### config.mk
export PLATFORM = sky130hd
export DESIGN_NAME = osd_cmd_rx
export DESIGN_NICKNAME = d
export VERILOG_FILES = /design/src/rtl/osd_cmd_rx.sv
export SDC_FILE = /design/constraint.sdc
export NUM_CORES = 1
export LEC_CHECK = 0
export BUFFER_PORTS_ARGS = -buffer_cell sky130_fd_sc_hd__buf_4
export CAP_MARGIN = 10
export CORE_ASPECT_RATIO = 0.8
export CORE_UTILIZATION = 45
export CTS_CLUSTER_DIAMETER = 50
export CTS_CLUSTER_SIZE = 12
export DETAILED_ROUTE_END_ITERATION = 6
export PLACE_DENSITY = 0.66
export RECOVER_POWER = 25
export SLEW_MARGIN = 5
export SYNTH_ARGS = -nofsm -noshare
export SYNTH_HDL_FRONTEND = slang
export SYNTH_SLANG_ARGS = --single-unit
### constraint.sdc
create_clock -name clk -period 5.8 [get_ports clk]
set_input_delay 0.58 -clock clk [delete_from_list [all_inputs] [get_ports clk]]
set_output_delay 0.58 -clock clk [all_outputs]
set_load 0.02 [all_outputs]
### src/rtl/osd_cmd_rx.sv
module osd_cmd_rx #(
  parameter int LINES = 12,
  parameter int COLS = 24,
  parameter int SYNC_STAGES = 2,
  parameter int EXT_MAX_SEL = 10
) (
  input  logic       clk,
  input  logic       rst_n,
  input  logic       cs_n,
  input  logic       sclk,
  input  logic       sdi,
  output logic [3:0] cur_cmd,
  output logic       mem_we,
  output logic [3:0] mem_line,
  output logic [4:0] mem_col,
  output logic [7:0] mem_data,
  output logic [3:0] vsize,
  output logic [6:0] vpos,
  output logic [3:0] hsize,
  output logic [5:0] hpos,
  output logic       ext_we,
  output logic [4:0] ext_id,
  output logic [6:0] ext_data
);
  localparam logic [3:0] LAST_LINE = 4'(LINES - 1);
  localparam logic [4:0] LAST_COL = 5'(COLS - 1);
  localparam logic [3:0] SEL_MAX = 4'(EXT_MAX_SEL);

  logic [SYNC_STAGES-1:0] cs_p, sd_p;
  logic [SYNC_STAGES:0]   sck_p;
  logic       cs_s, sd_s, sck_rise;
  logic [6:0] shreg;
  logic [2:0] bitcnt;
  logic [2:0] cmd;
  logic [3:0] sel;
  logic       locked;
  logic [3:0] line;
  logic [4:0] col;
  logic [7:0] rx;

  assign cs_s     = cs_p[SYNC_STAGES-1];
  assign sd_s     = sd_p[SYNC_STAGES-1];
  assign sck_rise = sck_p[SYNC_STAGES-1] & ~sck_p[SYNC_STAGES];
  assign rx       = {shreg, sd_s};
  assign cur_cmd  = {1'b1, cmd};

  always_ff @(posedge clk or negedge rst_n) begin
    if (!rst_n) begin
      cs_p     <= '1;
      sck_p    <= '1;
      sd_p     <= '0;
      shreg    <= '0;
      bitcnt   <= '0;
      cmd      <= '0;
      sel      <= '0;
      locked   <= 1'b0;
      line     <= '0;
      col      <= '0;
      mem_we   <= 1'b0;
      mem_line <= '0;
      mem_col  <= '0;
      mem_data <= '0;
      vsize    <= '0;
      vpos     <= '0;
      hsize    <= '0;
      hpos     <= '0;
      ext_we   <= 1'b0;
      ext_id   <= '0;
      ext_data <= '0;
    end else begin
      cs_p   <= {cs_p[SYNC_STAGES-2:0], cs_n};
      sd_p   <= {sd_p[SYNC_STAGES-2:0], sdi};
      sck_p  <= {sck_p[SYNC_STAGES-1:0], sclk};
      mem_we <= 1'b0;
      ext_we <= 1'b0;
      if (cs_s) begin
        bitcnt <= '0;
        cmd    <= '0;
        locked <= 1'b0;
      end else if (sck_rise) begin
        shreg  <= rx[6:0];
        bitcnt <= bitcnt + 3'd1;
        if (bitcnt == 3'd7) begin
          if (locked) begin
            mem_we   <= (line <= LAST_LINE) && (col <= LAST_COL);
            mem_line <= line;
            mem_col  <= col;
            mem_data <= rx;
            if (col == LAST_COL) begin
              col  <= '0;
              line <= line + 4'd1;
            end else begin
              col <= col + 5'd1;
            end
          end else if (rx[7]) begin
            cmd <= rx[6:4];
            sel <= rx[3:0];
            case (rx[6:4])
              3'd0: line   <= rx[3:0];
              3'd1: locked <= (rx[3:0] == 4'd0);
              3'd2: vsize  <= rx[3:0];
              3'd3: hsize  <= rx[3:0];
              default: ;
            endcase
          end else begin
            case (cmd)
              3'd0: col  <= rx[4:0];
              3'd2: vpos <= rx[6:0];
              3'd3: hpos <= rx[5:0];
              3'd4, 3'd5, 3'd6: begin
                ext_we   <= 1'b1;
                ext_id   <= {2'b00, cmd};
                ext_data <= rx[6:0];
              end
              3'd7: begin
                ext_we   <= (sel <= SEL_MAX);
                ext_id   <= 5'd7 + {1'b0, sel};
                ext_data <= rx[6:0];
              end
              default: ;
            endcase
          end
        end
      end
    end
  end
endmodule

## Word-level counts from Yosys, hierarchy flattened

Cells that the tools add are included.

- Bits of input ports: 5
- Logic and storage cells: 105
- Bits in registers: 86
- Output and inout port bits: 56

- $lt $le $gt $ge: 3
- Bitwise logic cells: 5
- Reductions and logical operators: 26
- Add/subtract/negate cells: 4
- Muxes and demuxes: 32
- Equal/unequal tests: 14

Operators by type and width:

| operator | number |
|---|---|
| AND reduction 6 bit | 7 |
| two-way mux 3 bit | 7 |
| two-way mux 5 bit | 4 |
| two-way mux 4 bit | 4 |
| equality test 3 bit, second input constant | 5 |
| two-way mux 1 bit | 15 |
| nonzero test 2 bit | 7 |
| equality test 3 x 2 -> 1 bit, second input constant | 4 |
| one-hot mux 5 bit (2 select lines) | 1 |
| AND reduction 5 bit | 2 |
| <= comparator 4 bit, second input constant | 2 |
| AND reduction 4 bit | 2 |
| logical NOT 3 bit | 2 |
| adder 3 x 4 -> 5 bit, first input constant | 1 |
| adder 5 x 1 -> 5 bit, second input constant | 1 |
| equality test 5 bit, second input constant | 1 |
| <= comparator 5 bit, second input constant | 1 |
| adder 4 x 1 -> 4 bit, second input constant | 1 |
| logical NOT 4 bit | 1 |
| != test 2 x 1 -> 1 bit, second input constant | 2 |
| NOT 1 bit | 4 |
| AND reduction 2 bit | 2 |
| OR reduction 4 bit | 1 |
| adder 3 x 1 -> 3 bit, second input constant | 1 |
| 6 further kinds | 6 |

## Longest topological paths before layout

Gate-level depths: netlist of the first run.

- Word-level depth: 8
- Depth in mapped cells: 8
- Mapped depth without buffers: 6

## Worst setup path before layout of the first run

OpenSTA, ideal clock, no wires.

- Path type: register -> register
- Start point: register bitcnt[0]
- End point: register mem_col[0]
- Path slack: 3.940 ns
- Arrival: 1.735 ns
- Cell stages (with the launch flop): 8
- Required time: 5.675 ns
- Buffers on the path: 2
- Cell sequence: dfrtp_1 > ha_1 > ha_1 > nor4bb_1 > buf_2 > nand2_2 > buf_4 > mux2_2

- Cells in the longest elaborated chain, start to end: 2

Ends and longest elaborated chain:

| element | line | RTL |
|---|---|---|
| from (decl) | 33 | `logic [2:0] bitcnt;` |
| from (signal assigned) | 82 | `bitcnt <= bitcnt + 3'd1;` |
| equality test 3 bit | 83 | `if (bitcnt == 3'd7) begin` |
| AND reduction 4 bit (no source line) | -- |  |
| to (signal assigned) | 87 | `mem_col <= col;` |
| to (decl) | 15 | `output logic [4:0] mem_col,` |

No other way between the ends.
A chain may end at the register's enable or synchronous reset.

## Worst setup path after layout of the first run

- Start point: register bitcnt[0]
- End point: register line[0]

- Cells in the longest elaborated chain, start to end: 2

Ends and longest elaborated chain:

| element | line | RTL |
|---|---|---|
| equality test 3 bit | 83 |  |
| AND reduction 6 bit (no source line) | -- |  |
| to (signal assigned) | 91 | `line <= line + 4'd1;` |
| to (signal assigned) | 99 | `3'd0: line <= rx[3:0];` |
| to (decl) | 37 | `logic [3:0] line;` |

No other way between the ends.

==> results.yml, run 1 <==
routing:
  drc: 0
  viasPerCell: 5.30
  final_antenna_net_count: 0
  dr.pass1.iters: 4
  drtIter0Drc: 91
  wl_per_cell_um: 16.2
  vias: 2389
  drt-total-wl_um: 7290
setup_path:
  crit_fanout: 19
  path_cells: "ha_1 -> ha_1 -> nor4bb_1 -> nand2_2 -> or3_1 -> o2111ai_1"
  slowest_delay_ps: 950
  cp-startpoint: "bitcnt[0]$_DFFE_PN0N_"
  startpoint_type: "flop"
  crit_required_ps: 6060
  critPathSlowestCell: "nor4bb_1"
  crit_top_cell: "ha_1"
  cp.arrival_ps: 3190
  worst_setup_path_end_kind: "flop"
  crit_type: "reg -> reg"
  timing.rr.start: "bitcnt[0]$_DFFE_PN0N_"
die:
  core_area_um2: 7980
  die_w_um: 104
  initial_core_util_pct: 46.6
  rows: 29
  num_io_pins: 61
  die_area_um2: 8630
  die_h_um: 83.3
clock_tree:
  cts_resized: 0
  cts_sinks: 86
  h-tree-depth: 3
  clock_path_buffers: 2
  clk_pin_slew_ps: 80
  cts_buffers: 9
  cts_setup_buffers: 0
  root_buffer: "clkbuf_8"
  hold_buffers: 0
  clock_latency_ps: 360
  cts_tree: "yes"
synthesis:
  synth_edf_count: 0
  synthArstFlopShare_pct: 100
  yosysTopAreaCell: "dfrtp_1"
  synthFlopType: "dfrtp_1"
  synthTopCellsByArea: "dfrtp_1, mux2_2, dfstp_2, nand2_1, mux2i_1"
  yosysTopAreaCellShare_pct: 54.5
  yosysUniqueCellTypes: 53
  synth_nets: 298
  synthCells: 287
  yosysWarnings: 0
  syn_area_um2: 3720
  avgSynthCellArea_um2: 12.9
  yosysSeqAreaShare_pct: 58.1
  synth-seq-cells: 86
placement:
  dp_hpwl_um: 4550
  port_buffers: 59
  routabilityCongestion: 0.747
  dp.cells: 435
  dp_slack_ps: 2870
sta:
  hold_viol_final: 0
  clock.fmax_mhz: 341
  timing.final.crit_share_pct: 50.5
  rsz0062_at_grt: "no"
  hold_ws_ps: 330
  tns_ps: 0
  max_slew_margin_pct: 25.7
  setup_violations: 0
  setup_ws_ps: 2870
  max_slew.worst_pin.slew_ps: 1100
  finalCriticalPeriod_ps: 2930
  slew_viol_final: 0
  clock_skew_ps: 14.8
final_layout:
  layout-drive-gt1-share_pct: 41.4
  area_growth_pct: 18.7
  fin_nets: 349
  postLayoutCoreUtil_pct: 55.3
  post_layout_nonfiller_instances: 451
  diodes: 0
run_status:
  status: "finished, final reports clean"
hold_path:
  hold_path.class: "in -> reg"
  min_from: "sclk"
global_routing:
  grt_overflow: 0
  grt_max_degree: 87
  antenna_found_initial: 0
  groute.usage.overall_pct: 18.3
  grt_pass1_wl_um: 12300
  grt_pass1_vias: 2327
power_and_ir_drop:
  power_density_nw_per_um2: 273
  leakage_nw: 2.18
  ir_drop_mv: 0.153
run:
  max-cap-violations: 0
-- layer usage --
metal,GRT usage [%],part of all wire [%],vias to the layer above
li1,-,-,1121
met3,6.20,5.7,8
met2,27.3,44,55
met4,4.35,0.95,0
met5,0,0,-
met1,25.9,49,1205
-- kinds of logic after synthesis --
kind of cell | after synthesis | share of synthesized area [%]
multiplexers | 63 | 18.8
other | 1 | 0.101
XOR/XNOR | 3 | 0.707
flip-flops | 86 | 58.1
adder cells (fa/ha/maj) | 6 | 2.02
AND/OR/NAND/NOR | 73 | 11.1
buffers and inverters | 24 | 2.96
AO/OA/AOI/OAI | 31 | 6.20
-- final timing paths --
check,end,slack (ps),depth (start not counted)
setup / recovery,line[0]$_DFFE_PN0P_,2870,6
hold / removal,sck_p[0]$_DFF_PN1_,330,1
setup reg to reg,line[0]$_DFFE_PN0P_,2870,6
hold reg to reg,sd_p[1]$_DFF_PN0_,350,0
max in group asynchronous,mem_line[2]$_DFFE_PN0P_,4710,1
min in group asynchronous,mem_line[3]$_DFFE_PN0P_,390,1
-- flip-flops by register name (all words and copies together), names as in the netlist, 2 cells and up --
name and count:
hpos 6, sd_p 2, ext_data 7, vsize 4
ext_id 5, line 4, col 5, mem_data 8
mem_line 4, hsize 4, cs_p 2, bitcnt 3
shreg 7, sel 4, sck_p 3, cmd 3
vpos 7, mem_col 5
-- metrics by stage --
stage	power, mW	cell area (µm²)
floorplan	0.738	3720
global placement	0.782	4200
detailed placement	0.783	4200
CTS	1.22	4410
global route	1.26	4410
finish	1.20	4410
-- worst max-delay path, delay by kind of cell, from the launching register on --
family | cells | cell delay [ps]
adder cells (fa/ha/maj) | 2 | 350
flip-flops | 1 | 370
AND/OR/NAND/NOR | 3 | 2010
AO/OA/AOI/OAI | 1 | 120
-- final cells by class --
class	instances	area, µm²
tap	108	135
fill	710	3570
clock buffer	11	151
multi-input combinational	177	1450
clock inverter	5	57.6
sequential	86	2160
timing repair buffer	59	443
inverter	5	18.8
-- cell usage in the layout, fill, tap and decap left out, types with 5 or more instances in the layout --
cell / synthesis / final
nor2_1: 17 / 17
dfrtp_1: 81 / 81
mux2i_1: 8 / 8
mux2_2: 53 / 53
buf_4: 4 / 56
inv_1: 5 / 5
ha_1: 6 / 6
nand2_1: 22 / 22
nand3_1: 5 / 5
o21ai_0: 10 / 10
clkbuf_8: 0 / 11
-- cells in the mapped netlist, types with 2 or more instances --
| master | n |
|---|---|
| o31ai_1 | 2 |
| buf_4 | 4 |
| and4b_1 | 2 |
| o21ai_0 | 10 |
| o221a_2 | 3 |
| nor2_1 | 17 |
| a21o_1 | 2 |
| buf_2 | 4 |
| and2_1 | 2 |
| dfrtp_1 | 81 |
| inv_1 | 5 |
| nor3_1 | 3 |
| nor4_1 | 2 |
| o31a_1 | 2 |
| nand2_1 | 22 |
| xor2_1 | 2 |
| nand3_2 | 2 |
| ha_1 | 6 |
| mux2_2 | 53 |
| mux2_1 | 2 |
| a31oi_1 | 2 |
| mux2i_1 | 8 |
| nor4b_1 | 3 |
| nand3_1 | 5 |
| clkbuf_1 | 10 |
| nor2b_1 | 2 |
| dfstp_2 | 5 |
-- report_power, final --
group	total, mW	internal (mW)	switching [mW]
clock	0.435	0.223	0.212
combinational	0.0715	0.0361	0.0354
sequential	0.697	0.622	0.0749
No activity file was read; power rests on OpenSTA's default activity.
==> run 2: changes to the inputs <==
Clock period 5.8 ns to 2.9 ns, I/O delays scaled along.
==> run 2 against run 1 <==
  * The flow now finishes with violations (max-capacitance violations, max-slew violations)
  * Via count increased by 0.71%
  * Final area increased by 1.3%
  * Sequential share of layout area decreased by 0.64 points
  * Register-to-register slack got worse by 2100 ps
  * Final cell count increased by 0.67%
  * Critical path depth increased by 1
  * Clock power increased by 130%
  * Utilization increased by 0.74 points
  * Non-clock buffer count increased by 3
  * Combinational power increased by 99%
  * Die area unchanged
==> results.yml, run 2 (synthesis gave the netlist of run 1 again) <==
final_layout:
  fin_nets: 352
  n_fill_cell: 686
  largest-register: "mem_data"
  final_cell_mix: "dfrtp_1, buf_4, mux2_2"
  register_area_um2: 2160
  area_growth_pct: 20.3
  diodes: 0
  layout-drive-gt1-share_pct: 41.9
  multiInputGateArea_um2: 1450
  post_layout_nonfiller_instances: 454
  layout_commonest_cell: "dfrtp_1"
  largest_reg_flops: 8
routing:
  dr.pass1.iters: 4
  wl_per_cell_um: 16.1
  vias: 2406
  drt-total-wl_um: 7330
  drtIter0Drc: 115
  drc: 0
  viasPerCell: 5.30
  final_antenna_net_count: 0
setup_path:
  path_cells: "ha_1 -> ha_1 -> nor4bb_1 -> buf_4 -> nand2_2 -> or3_1 -> o2111ai_1"
  worst_setup_path_end_kind: "flop"
  startpoint_type: "flop"
  crit_type: "reg -> reg"
  critPathSlowestCell: "or3_1"
  crit_fanout: 19
  cp.arrival_ps: 2390
  slowest_delay_ps: 450
  crit_top_cell: "ha_1"
  crit_required_ps: 3170
run:
  max-cap-violations: 1
global_routing:
  grt_pass1_wl_um: 12500
  grt_use_met2_pct: 27.9
  grt.met3_usage_pct: 6.51
  grt_max_degree: 87
  groute.usage.overall_pct: 18.6
  grt-busiest-layer: "met2"
  grt_util_met1_pct: 26.1
  antenna_found_initial: 0
  grt_pass1_vias: 2465
  grt_overflow: 0
clock_tree:
  cts_buffers: 9
  cts_tree: "yes"
  clk_pin_slew_ps: 90
  clock_path_buffers: 2
  cts_setup_buffers: 0
  cts_sinks: 86
  h-tree-depth: 3
  clock_latency_ps: 360
  cts_resized: 0
  root_buffer: "clkbuf_8"
  hold_buffers: 0
sta:
  timing.final.crit_share_pct: 72.8
  slew_viol_final: 87
  clock.fmax_mhz: 474
  max_slew.worst_pin.slew_ps: 2070
  clock_skew_ps: 9.93
  setup_violations: 0
  max_slew_margin_pct: -37.8
  hold_ws_ps: 33.7
  hold_viol_final: 0
  finalCriticalPeriod_ps: 2110
  rsz0062_at_grt: "no"
  setup_ws_ps: 789
  tns_ps: 0
hold_path:
  hold_path.class: "in -> reg"
power_and_ir_drop:
  ir_drop_mv: 0.314
  switching_share_pct: 25.2
  power_frac_comb_pct: 5.6
  power_frac_seq_pct: 54.8
  leakage_nw: 2.20
  intPower_mw: 1.91
  clkPwrFrac_pct: 39.7
  switchingPower_mw: 0.645
  power_density_nw_per_um2: 572
  power_mw: 2.56
die:
  num_io_pins: 61
  die_h_um: 83.3
  rows: 29
  die_w_um: 104
  core_area_um2: 7980
  die_area_um2: 8630
  initial_core_util_pct: 46.6
run_status:
  violations: "max-capacitance violations, max-slew violations"
  status: "finished, violations left"
placement:
  routabilityCongestion: 0.727
  dp_hpwl_um: 4680
  dp_slack_ps: 771
  port_buffers: 59
  dp.cells: 438
## run 2: changes by cell type in the layout (fill, tap and decap cells not counted), sizes merged
cell,change
clkbuf,+1
buf,+2
clkinvlp,+1
clkinv,-3
bufinv,+2
## run 2: area by class of cell
| cell class | instances | share of cell area, % |
|---|---|---|
| clock buffer | 11 | 3.16 |
| clock inverter | 5 | 2.38 |
| inverter | 5 | 0.420 |
| multi-input combinational | 177 | 32.4 |
| sequential | 86 | 48.3 |
| tap | 108 | 3.02 |
| timing repair buffer | 62 | 10.4 |
## run 2: stage by stage
stage	utilization, %	area, µm²
final	56.0	4470
after global routing	56.0	4470
after CTS	56.0	4470
after detailed placement	52.9	4230
after global placement	52.9	4230
after floorplan	-	3720
## run 2: power groups by stage
stage               Clock (mW)  Combinational, mW  Sequential (mW)
CTS                       1.04              0.145             1.41
finish                    1.01              0.142             1.40
detailed placement           0              0.144             1.43
global route              1.09              0.158             1.42
global placement             0              0.142             1.43
floorplan                    0              0.177             1.30
## run 2: per-layer routing
metal | part of all wire (%) | vias up | routed length (µm)
met2 | 45 | 61 | 3320
li1 | - | 1116 | -
met5 | 0 | - | 0
met4 | 0.70 | 0 | 51
met1 | 47 | 1222 | 3470
met3 | 6.7 | 7 | 489
## run 2: path summary, 6_finish.rpt
check                                      startpoint                   end  slack [ps]  depth (start not counted)
worst min register to register      sd_p[0]$_DFF_PN0_     sd_p[1]$_DFF_PN0_         350                          0
worst min-delay path                             cs_n     cs_p[0]$_DFF_PN1_          30                          1
worst max register to register  bitcnt[0]$_DFFE_PN0N_   line[0]$_DFFE_PN0P_         790                          7
worst max-delay path            bitcnt[0]$_DFFE_PN0N_   line[0]$_DFFE_PN0P_         790                          7
min in group asynchronous                       rst_n    col[0]$_DFFE_PN0P_         520                          1
max in group asynchronous                       rst_n  hsize[0]$_DFFE_PN0P_        1160                          1
## run 2: worst max-delay path, delay by kind of cell, from the launching register on
family | cells | cell delay (ps)
fa+ha+maj | 2 | 350
compound gates | 1 | 110
simple gates | 3 | 1010
buf+inv | 1 | 190
flops | 1 | 380
==> run 3: changes to the inputs <==
Clock period 2.9 ns to 2.05 ns, I/O delays scaled along.
==> run 3 against run 2 <==
  * Final cell count rose by 4.4%
  * Combinational power rose to 2.6 times the previous value
  * Clock skew about the same
  * Global-route usage grew 0.76 points
  * Fmax up 8.1%
  * Total power up 33%
  * Utilization grew 1.4 points
  * Critical endpoint is now hsize[3]$_DFFE_PN0P_
  * The run now ends clean
  * Via count up 4.4%
  * Die area unchanged
  * Count of clock-buffer cells in the layout increased by 1
  * Sequential cell count stayed put
  * Critical path depth down 1
==> results.yml, run 3 (synthesis gave the netlist of run 1 again) <==
placement:
  port_buffers: 59
  dp_hpwl_um: 5170
  postPlaceCellArea_um2: 4350
  routabilityCongestion: 0.749
power_and_ir_drop:
  ir_drop_mv: 0.447
  leakage_nw: 2.27
  power_density_nw_per_um2: 742
setup_path:
  cp-startpoint: "bitcnt[0]$_DFFE_PN0N_"
  crit_required_ps: 2300
  worst_setup_path_end_kind: "flop"
  startpoint_type: "flop"
  cp.arrival_ps: 2200
  crit_fanout: 4
  timing.rr.start: "bitcnt[0]$_DFFE_PN0N_"
  reg2regPathDepth: 6
  reg2reg_setup_slack_ps: 100
  crit_type: "reg -> reg"
sta:
  max_slew.worst_pin.slew_ps: 1200
  hold_viol_final: 0
  setup_violations: 0
  tns_ps: 0
  max_slew_margin_pct: 20.1
  timing.final.crit_share_pct: 95.3
  rsz0062_at_grt: "no"
  slew_viol_final: 0
  finalCriticalPeriod_ps: 1950
  clock_skew_ps: 10.2
  clock.fmax_mhz: 512
global_routing:
  groute.usage.overall_pct: 19.4
  grt_overflow: 0
  grt_pass1_vias: 2499
  grt_pass1_wl_um: 12900
  grt_max_degree: 48
  antenna_found_initial: 0
routing:
  final_antenna_net_count: 0
  wl_per_cell_um: 16.1
  wl_met2_um: 3460
  drt-total-wl_um: 7650
  viasPerCell: 5.30
  top_layer_used: "met4"
  drt-met1-wl_um: 3660
  dr.pass1.iters: 4
  wl_met3_um: 421
  vias: 2513
  drtIter0Drc: 70
  drc: 0
clock_tree:
  cts_setup_buffers: 0
  root_buffer: "clkbuf_8"
  cts_buffers: 9
  h-tree-depth: 3
  clock_latency_ps: 360
  cts_tree: "yes"
  clk_pin_slew_ps: 80
  clock_path_buffers: 2
  cts_sinks: 86
final_layout:
  final_cell_mix: "dfrtp_1, buf_4, mux2_2"
  area_growth_pct: 23.3
  largest-register: "mem_data"
  layout-drive-gt1-share_pct: 44.0
  layout_commonest_cell: "dfrtp_1"
  fin_nets: 372
  diodes: 0
  postLayoutCoreUtil_pct: 57.4
  fin_area_um2: 4580
  largest_reg_flops: 8
hold_path:
  hold_path.class: "reg -> reg"
  min_from: "sd_p[0]$_DFF_PN0_"
  min_path_cells: 0
die:
  die_h_um: 83.3
  rows: 29
  initial_core_util_pct: 46.6
  num_io_pins: 61
  die_w_um: 104
  core_area_um2: 7980
  die_area_um2: 8630
run:
  max-cap-violations: 0
run_status:
  status: "finished, final reports clean"
==> run 3: cell types whose count changed in the layout (fill, tap and decap cells not counted), moves of 2 or more <==
cell | previous run | this run
clkbuf_1 | 1 | 3
clkinv_2 | 0 | 2
buf_4 | 58 | 73
dlygate4sd3_1 | 0 | 4
bufinv_16 | 3 | 1
==> run 3: layout make-up <==
cell class / count / area [µm²]
inverter: 5 / 18.8
clock buffer: 12 / 135
clock inverter: 4 / 47.5
fill: 710 / 3400
timing repair buffer: 82 / 621
tap: 108 / 135
multi-input combinational: 177 / 1470
sequential: 86 / 2160
==> run 3: power by group <==
part	leakage, nW	switching [mW]	internal (mW)
clock	0.0904	0.579	0.561
combinational	1.01	0.217	0.158
sequential	1.17	0.121	1.76
==> run 3: per-stage QoR <==
step	instances	hold slack [ps]	total power, mW	setup slack, ps
2_1_floorplan	287	-90.6	2.09	190
3_3_place_gp	454	251	2.28	104
3_5_place_dp	454	262	2.29	15.8
4_1_cts	474	353	3.44	11.9
5_1_grt	474	361	3.56	0.941
6_report	474	352	3.40	97.0
==> run 3: critical path: stages (launching register included) <==
cell,delay (ps)
dfrtp_1,380
ha_1,150
ha_1,200
nand4bb_2,230
nor2_4,220
and4b_1,300
mux2_2,360
==> run 3: metal layers <==
metal  global-route usage, %  up-vias
met5                       0        -
met2                    29.5       71
met1                    26.5     1269
met4                    5.93        0
li1                        -     1163
met3                    6.28       10
==> run 3: worst paths after layout <==
kind / end
worst max-delay path: hsize[3]$_DFFE_PN0P_
worst min-delay path: sd_p[1]$_DFF_PN0_
worst max register to register: hsize[3]$_DFFE_PN0P_
worst min register to register: sd_p[1]$_DFF_PN0_
max in group asynchronous: sel[3]$_DFFE_PN0P_
min in group asynchronous: line[3]$_DFFE_PN0P_
==> run 3: timing repair <==
action	in CTS	in global routing
resized for setup	0	3
setup endpoints to repair	0	29
hold buffers	4	0
endpoints found under the hold margin	42	0
